File: src/rtl/pin_irq_pkg.sv
package pin_irq_pkg;
  localparam int CFG_W  = 8;
  localparam int WR_W   = 10;
  localparam int VIEW_W = 12;
  localparam int B_ISTS = 8;
  localparam int B_WSTS = 9;

  typedef enum logic [1:0] {
    POL_HIGH = 2'b00,
    POL_LOW  = 2'b01,
    POL_BOTH = 2'b10,
    POL_RSVD = 2'b11
  } pol_e;

  typedef struct packed {
    logic [2:0] wake_en;
    logic       unmask;
    logic       irq_en;
    pol_e       pol;
    logic       lvl_mode;
  } cfg_t;
endpackage

File: src/rtl/pin_lvl_track.sv
module pin_lvl_track #(
  parameter int STAGES = 1
) (
  input  logic clk,
  input  logic rst,
  input  logic pin_i,
  output logic lvl_o,
  output logic prev_o
);
  logic [STAGES:0] sh_q;

  always_ff @(posedge clk) begin
    if (rst) sh_q <= '0;
    else     sh_q <= {sh_q[STAGES-1:0], pin_i};
  end

  assign lvl_o  = sh_q[STAGES-1];
  assign prev_o = sh_q[STAGES];
endmodule

File: src/rtl/pin_trig_decode.sv
module pin_trig_decode
  import pin_irq_pkg::*;
(
  input  logic clk,
  input  logic rst,
  input  logic lvl_mode_i,
  input  pol_e pol_i,
  input  logic lvl_i,
  input  logic prev_i,
  output logic hit_o
);
  logic rise, fall;

  assign rise = lvl_i & ~prev_i;
  assign fall = ~lvl_i & prev_i;

  always_comb begin
    hit_o = 1'b0;
    if (lvl_mode_i) begin
      unique case (pol_i)
        POL_HIGH: hit_o = lvl_i;
        POL_LOW:  hit_o = ~lvl_i;
        default:  hit_o = 1'b0;
      endcase
    end else begin
      unique case (pol_i)
        POL_HIGH: hit_o = rise;
        POL_LOW:  hit_o = fall;
        POL_BOTH: hit_o = rise | fall;
        default:  hit_o = 1'b0;
      endcase
    end
  end

  // both-edges and reserved codes stay silent in level mode
  p_lvl_both_silent_r4: assert property (@(posedge clk) disable iff (rst)
    (lvl_mode_i && pol_i[1]) |-> !hit_o);
  // reserved code stays silent in edge mode
  p_edge_rsvd_silent_r4: assert property (@(posedge clk) disable iff (rst)
    (!lvl_mode_i && pol_i == POL_RSVD) |-> !hit_o);
endmodule

File: src/rtl/pin_stat_cell.sv
module pin_stat_cell
  import pin_irq_pkg::*;
(
  input  logic       clk,
  input  logic       rst,
  input  logic       hit_i,
  input  logic [1:0] sleep_i,
  input  logic       wr_hit_i,
  input  cfg_t       wr_cfg_i,
  input  logic [1:0] wr_clr_i,
  output cfg_t       cfg_o,
  output logic       ists_o,
  output logic       wsts_o,
  output logic       pend_o
);
  cfg_t cfg_q;
  logic ists_q, wsts_q, pend_q;
  logic ists_n, wsts_n, unm_n, wake_sel;
  logic [3:0] wk_ext;

  assign wk_ext   = {cfg_q.wake_en, 1'b0};
  assign wake_sel = wk_ext[sleep_i];

  always_comb begin
    ists_n = ists_q;
    if (hit_i && cfg_q.irq_en)        ists_n = 1'b1;
    else if (wr_hit_i && wr_clr_i[0]) ists_n = 1'b0;

    wsts_n = wsts_q;
    if (hit_i && wake_sel)            wsts_n = 1'b1;
    else if (wr_hit_i && wr_clr_i[1]) wsts_n = 1'b0;

    unm_n = wr_hit_i ? wr_cfg_i.unmask : cfg_q.unmask;
  end

  always_ff @(posedge clk) begin
    if (rst) begin
      cfg_q  <= '0;
      ists_q <= 1'b0;
      wsts_q <= 1'b0;
      pend_q <= 1'b0;
    end else begin
      if (wr_hit_i) cfg_q <= wr_cfg_i;
      ists_q <= ists_n;
      wsts_q <= wsts_n;
      pend_q <= (ists_n | wsts_n) & unm_n;
    end
  end

  assign cfg_o  = cfg_q;
  assign ists_o = ists_q;
  assign wsts_o = wsts_q;
  assign pend_o = pend_q;

  // disabled pin never gains interrupt status
  p_no_set_when_off_r5: assert property (@(posedge clk) disable iff (rst)
    (!cfg_q.irq_en && !ists_q) |=> !ists_q);
  // status holds until a clear arrives
  p_sticky_r6: assert property (@(posedge clk) disable iff (rst)
    (ists_q && !(wr_hit_i && wr_clr_i[0])) |=> ists_q);
  // a clear without a concurrent trigger empties status
  p_w1c_r7: assert property (@(posedge clk) disable iff (rst)
    (wr_hit_i && wr_clr_i[0] && !(hit_i && cfg_q.irq_en)) |=> !ists_q);
  // an active enabled trigger always leaves status set
  p_level_hold_r3: assert property (@(posedge clk) disable iff (rst)
    (cfg_q.irq_en && hit_i) |=> ists_q);
  // pending only with unmask and some status
  p_pend_gate_r8: assert property (@(posedge clk) disable iff (rst)
    pend_q |-> (cfg_q.unmask && (ists_q || wsts_q)));
  // awake state never creates wake status
  p_awake_no_wake_r9: assert property (@(posedge clk) disable iff (rst)
    (sleep_i == 2'd0 && !wsts_q) |=> !wsts_q);
endmodule

File: src/rtl/pin_irq_detect.sv
module pin_irq_detect
  import pin_irq_pkg::*;
#(
  parameter int PIN_COUNT   = 4,
  parameter int SYNC_STAGES = 1,
  localparam int PW = (PIN_COUNT > 1) ? $clog2(PIN_COUNT) : 1
) (
  input  logic                 clk,
  input  logic                 rst,
  input  logic [PIN_COUNT-1:0] pin_lvl_i,
  input  logic [1:0]           sleep_state_i,
  input  logic                 wr_en_i,
  input  logic [PW-1:0]        wr_pin_i,
  input  logic [WR_W-1:0]      wr_data_i,
  input  logic                 rd_en_i,
  input  logic [PW-1:0]        rd_pin_i,
  output logic                 rd_vld_o,
  output logic [VIEW_W-1:0]    rd_data_o,
  output logic [PIN_COUNT-1:0] pend_o,
  output logic                 irq_o
);
  logic [VIEW_W-1:0] view [PIN_COUNT];
  logic [VIEW_W-1:0] rd_sel;
  logic              rd_vld_q, irq_q;
  logic [VIEW_W-1:0] rd_data_q;
  cfg_t              wr_cfg;

  assign wr_cfg = cfg_t'(wr_data_i[CFG_W-1:0]);

  for (genvar g = 0; g < PIN_COUNT; g++) begin : g_pin
    logic lvl, prev, hit, ists, wsts;
    cfg_t cfg;

    pin_lvl_track #(.STAGES(SYNC_STAGES)) u_track (
      .clk(clk), .rst(rst), .pin_i(pin_lvl_i[g]),
      .lvl_o(lvl), .prev_o(prev)
    );

    pin_trig_decode u_dec (
      .clk(clk), .rst(rst), .lvl_mode_i(cfg.lvl_mode), .pol_i(cfg.pol),
      .lvl_i(lvl), .prev_i(prev), .hit_o(hit)
    );

    pin_stat_cell u_cell (
      .clk(clk), .rst(rst), .hit_i(hit), .sleep_i(sleep_state_i),
      .wr_hit_i(wr_en_i && (wr_pin_i == PW'(g))),
      .wr_cfg_i(wr_cfg), .wr_clr_i(wr_data_i[B_WSTS:B_ISTS]),
      .cfg_o(cfg), .ists_o(ists), .wsts_o(wsts), .pend_o(pend_o[g])
    );

    assign view[g] = {pend_o[g], lvl, wsts, ists, cfg};
  end

  always_comb begin
    rd_sel = '0;
    for (int i = 0; i < PIN_COUNT; i++)
      if (rd_pin_i == PW'(i)) rd_sel = view[i];
  end

  always_ff @(posedge clk) begin
    if (rst) begin
      rd_vld_q  <= 1'b0;
      rd_data_q <= '0;
      irq_q     <= 1'b0;
    end else begin
      rd_vld_q <= rd_en_i;
      if (rd_en_i) rd_data_q <= rd_sel;
      irq_q <= |pend_o;
    end
  end

  assign rd_vld_o  = rd_vld_q;
  assign rd_data_o = rd_data_q;
  assign irq_o     = irq_q;

  // every read request is answered on the next cycle
  p_rd_answer_r10: assert property (@(posedge clk) disable iff (rst)
    rd_en_i |=> rd_vld_o);
  // no valid without a request
  p_rd_quiet_r10: assert property (@(posedge clk) disable iff (rst)
    !rd_en_i |=> !rd_vld_o);
  // interrupt line idle when nothing is pending
  p_irq_idle_r8: assert property (@(posedge clk) disable iff (rst)
    (pend_o == '0) |=> !irq_o);
endmodule

File: config.mk
export PLATFORM = sky130hd
export DESIGN_NAME = pin_irq_detect
export DESIGN_NICKNAME = d
export VERILOG_FILES = /design/src/rtl/pin_irq_pkg.sv /design/src/rtl/pin_lvl_track.sv /design/src/rtl/pin_trig_decode.sv /design/src/rtl/pin_stat_cell.sv /design/src/rtl/pin_irq_detect.sv
export SDC_FILE = /design/constraint.sdc
export NUM_CORES = 1
export LEC_CHECK = 0
export BUFFER_PORTS_ARGS = -buffer_cell sky130_fd_sc_hd__buf_4
export CAP_MARGIN = 10
export CORE_MARGIN = 3
export CORE_UTILIZATION = 35
export DETAILED_ROUTE_END_ITERATION = 6
export PLACE_DENSITY_LB_ADDON = 0.15
export SYNTH_ARGS = -nofsm -noshare
export SYNTH_HDL_FRONTEND = slang
export SYNTH_SLANG_ARGS = --single-unit
File: constraint.sdc
create_clock -name clk -period 3.2 [get_ports clk]
set_input_delay 0.64 -clock clk [delete_from_list [all_inputs] [get_ports clk]]
set_output_delay 0.64 -clock clk [all_outputs]
set_load 0.02 [all_outputs]
==> impl_results.md <==
* Status: finished, final reports clean
* Final ANT Viol Nets at 0
* Post-synthesis mux area share at 21.4%
* CP cell instances: inv_1 > ha_1 > o21a_1 > a211oi_1 > o21ai_0 > a41oi_1
* CP top delay family: compound AO/OA/AOI/OAI gates
* Critical Path Fanout Max at 4
* Dpl hpwl at 5110 um
* Total gr overflow at 0
* Post-route setup slack at 1.42 ns
* Setup violators final at 0
* Final GP Congestion at 0.766
* Initial core utilization at 36.7%
* Antenna cells at 0
* Warnings from Yosys at 0
* Iteration-0 DRC Markers at 114
* Top-level I/O count at 42
* Num CTS Buffers at 9
* R2r worst-path depth at 6
* Hold_ws at 0.467 ns
* CTS tree: yes
* Distinct cells, synth at 35
* Share of layout cells above drive strength 1 at 22.7%
* CP max-delay cell: dfxtp_1
* CP max stage delay at 0.40 ns
* Setup TNS Final at 0 ns
* Final Hold Fails at 0
* Hold Startpoint: g_pin[3].u_cell.cfg_o[3]
* Number of I/O port buffers at 41
* Synthesized area per cell at 9.84 um^2
* Post-CTS resize count at 0
* Fin crit share at 55.6%
* Die height at 99.5 um
* Syn_nets at 343
* Core ar. at 8340 um^2
* Relative slew slack at 55.6%
* Simple logic cell fraction of the synthesized area at 15.4%
* Drt wl/cell at 16.4 um
* Crit path kind: register to register
* Via Count at 2,304
* Adder-cell share of the synthesized area at 3.27%
* Unrepaired setup endpoints after global routing: no
* Max-cap violations at 0
* Vias in the first global route at 2,253
* Post-Place Worst Slack at 1.13 ns
* Worst r2r src: g_pin[3].u_track.sh_q[0]
* CP Buf/Inv Count at 1
* CTS Sinks at 66
* H-tree levels at 3
* CTS max path bufs at 2
* Num rows at 33
* Fillers at 848
* Power Total at 1.73 mW
* Tot GR Track Use at 15.9%
* Stages on the worst setup path at 6
* Largest family of logic cells by synthesized area: multiplexers
* Synth Instances at 311
* Final Skew at 0.0164 ns
* Worst EP arrival at 2.03 ns
* Worst Setup End Kind: register
* Post-synthesis xor/xnor area fraction at 0.286%
* Worst r2r dst: g_pin[3].u_cell.pend_o
* Slew Limit Fails at 0
* Clk slew on worst S/H paths at 0.07 ns
* DRC Markers at 0
* Leakage dissipation at 1.50 nW
* Crit path required time at 3.45 ns
* Finished Cell Area at 3570 um^2
* Util after Layout at 42.8%
* DP Area at 3380 um^2
* Detailed Routing Iterations Pass 1 at 4
* Final nets at 375
* Placed insts at 437
* Critical Path End: g_pin[3].u_cell.pend_o
* Die X at 99.5 um
* Final WL at 7410 um
* Vias per cell at 5.09
* Compound-Gate Fraction of Synth Area at 10.4%
* First-pass GRT wire length at 11,900 um
* Synthesized area at 3060 um^2
* Layout Cells excl Fill at 453
* Fmax achieved at 0.562 GHz
* Setup Buffers After CTS at 0
* Largest net degree at the start of global routing at 63
* Flops & latches, synth at 66
* Worst setup path startpoint: g_pin[3].u_track.sh_q[0]
* CTS Hold Buffers Added at 0
* Worst Setup Start Kind: register
* Slew @ Worst Pin at 0.666 ns
* Tmin final at 1.78 ns
* Later-pin clock latency in the skew report at 0.34 ns
* Post-synthesis sequential area ratio at 43.2%
* HP Class: register to register
* Die area at 9910 um^2
* Clk Tree Root Cell: clkbuf_8
* P per Cell Area at 484 nW/um^2
* R2R Setup Slk at 1.42 ns
* Initial antenna violation count at 0
* Layout area overhead at 16.7%
* Worst VDD drop at 0.191 mV
==> tightest hold or removal path, cell delays in order, from the launching register on <==
cell and delay (ns):
dfxtp_1 0.32, nand2_1 0.05, a21oi_1 0.05
==> worst min-delay path by stage <==
stage	end	cells past startpoint
2_1_floorplan	g_pin[2].u_cell.cfg_o[7]	2
3_3_place_gp	g_pin[3].u_cell.cfg_o[3]	2
3_5_place_dp	g_pin[3].u_cell.cfg_o[3]	2
4_1_cts	g_pin[3].u_cell.cfg_o[3]	2
5_1_grt	g_pin[2].u_cell.cfg_o[6]	2
6_report	g_pin[3].u_cell.cfg_o[3]	2
==> per-layer routing <==
layer / global-route usage, % / vias to the layer above / part of all wire [%]
li1: - / 1144 / -
met1: 21.5 / 1116 / 46
met2: 25.1 / 42 / 48
met3: 4.63 / 2 / 5.2
met4: 4.10 / 0 / 0.49
met5: 0 / - / 0
==> cell type report <==
type,instances,area [um^2],area share (%)
Inverter,14,52.6,1.47
Clock inverter,5,53.8,1.51
Tap cell,105,131,3.68
Clock buffer,11,141,3.96
Timing Repair Buffer,42,315,8.83
Sequential cell,66,1320,37.0
Multi-Input combinational cell,210,1560,43.6
==> where the power goes <==
| group | leakage (nW) | total, mW | switching [mW] | internal (mW) |
|---|---|---|---|---|
| logic | 0.858 | 0.162 | 0.0873 | 0.0750 |
| registers | 0.536 | 0.865 | 0.0203 | 0.844 |
| clock network | 0.103 | 0.703 | 0.324 | 0.379 |
| total | 1.50 | 1.73 | 0.431 | 1.30 |
==> cell usage after synthesis <==
cell	number	area share [%]
nand3b_2	1	0.37
nor2_1	32	3.9
mux2i_1	34	11
a41oi_1	1	0.29
buf_2	3	0.49
a21oi_1	25	4.1
o21a_1	1	0.25
nand3_2	1	0.33
a211oi_1	1	0.25
a22o_1	4	1.1
nand2b_1	11	2.2
buf_6	3	1.1
or2_0	1	0.20
mux4_2	12	8.8
nor4b_1	3	0.86
inv_1	14	1.7
dfxtp_1	66	43
mux2_2	4	1.5
o32ai_1	3	0.86
buf_4	7	1.7
nor4_1	1	0.20
and3_1	2	0.41
nor3_1	3	0.49
buf_1	1	0.12
nand3b_1	1	0.25
o31ai_1	6	1.5
or2_2	3	0.61
nor2b_1	6	1.2
nor3b_2	1	0.41
clkbuf_1	7	0.86
nand2_1	32	3.9
ha_1	8	3.3
xor2_1	1	0.29
a31oi_1	3	0.61
o21ai_0	9	1.5
==> registers in the layout (all words and copies together), names as in the netlist <==
| register | flops |
|---|---|
| g_pin.u_cell.pend_o | 4 |
| irq_o | 1 |
| rd_vld_o | 1 |
| g_pin.u_cell.wsts_o | 4 |
| g_pin.u_track.sh_q | 8 |
| rd_data_o | 12 |
| g_pin.u_cell.cfg_o | 32 |
| g_pin.u_cell.ists_o | 4 |
==> cells by family (layout without fill, tap and decap cells) <==
logic type               Yosys count  in the layout
XOR/XNOR                           1              1
adder cells (fa/ha/maj)            8              8
AND/OR/NAND/NOR                   98             98
multiplexers                      50             50
buffers and inverters             35             72
AO/OA/AOI/OAI                     53             53
flip-flops                        66             66
==> cells in the final DEF, fill, tap and decap left out, types with 2 or more instances in the layout <==
cell type	count
mux2_2	4
a31oi_1	3
o21ai_0	9
o32ai_1	3
mux4_2	12
o31ai_1	6
inv_1	14
a22o_1	4
mux2i_1	34
nor2_1	32
nand2b_1	11
nor3_1	3
and3_1	2
ha_1	8
nor2b_1	6
or2_2	3
nand2_1	32
nor4b_1	3
clkbuf_8	10
a21oi_1	25
dfxtp_1	66
clkinv_2	3
buf_4	42
No activity file was read; power rests on OpenSTA's default activity.
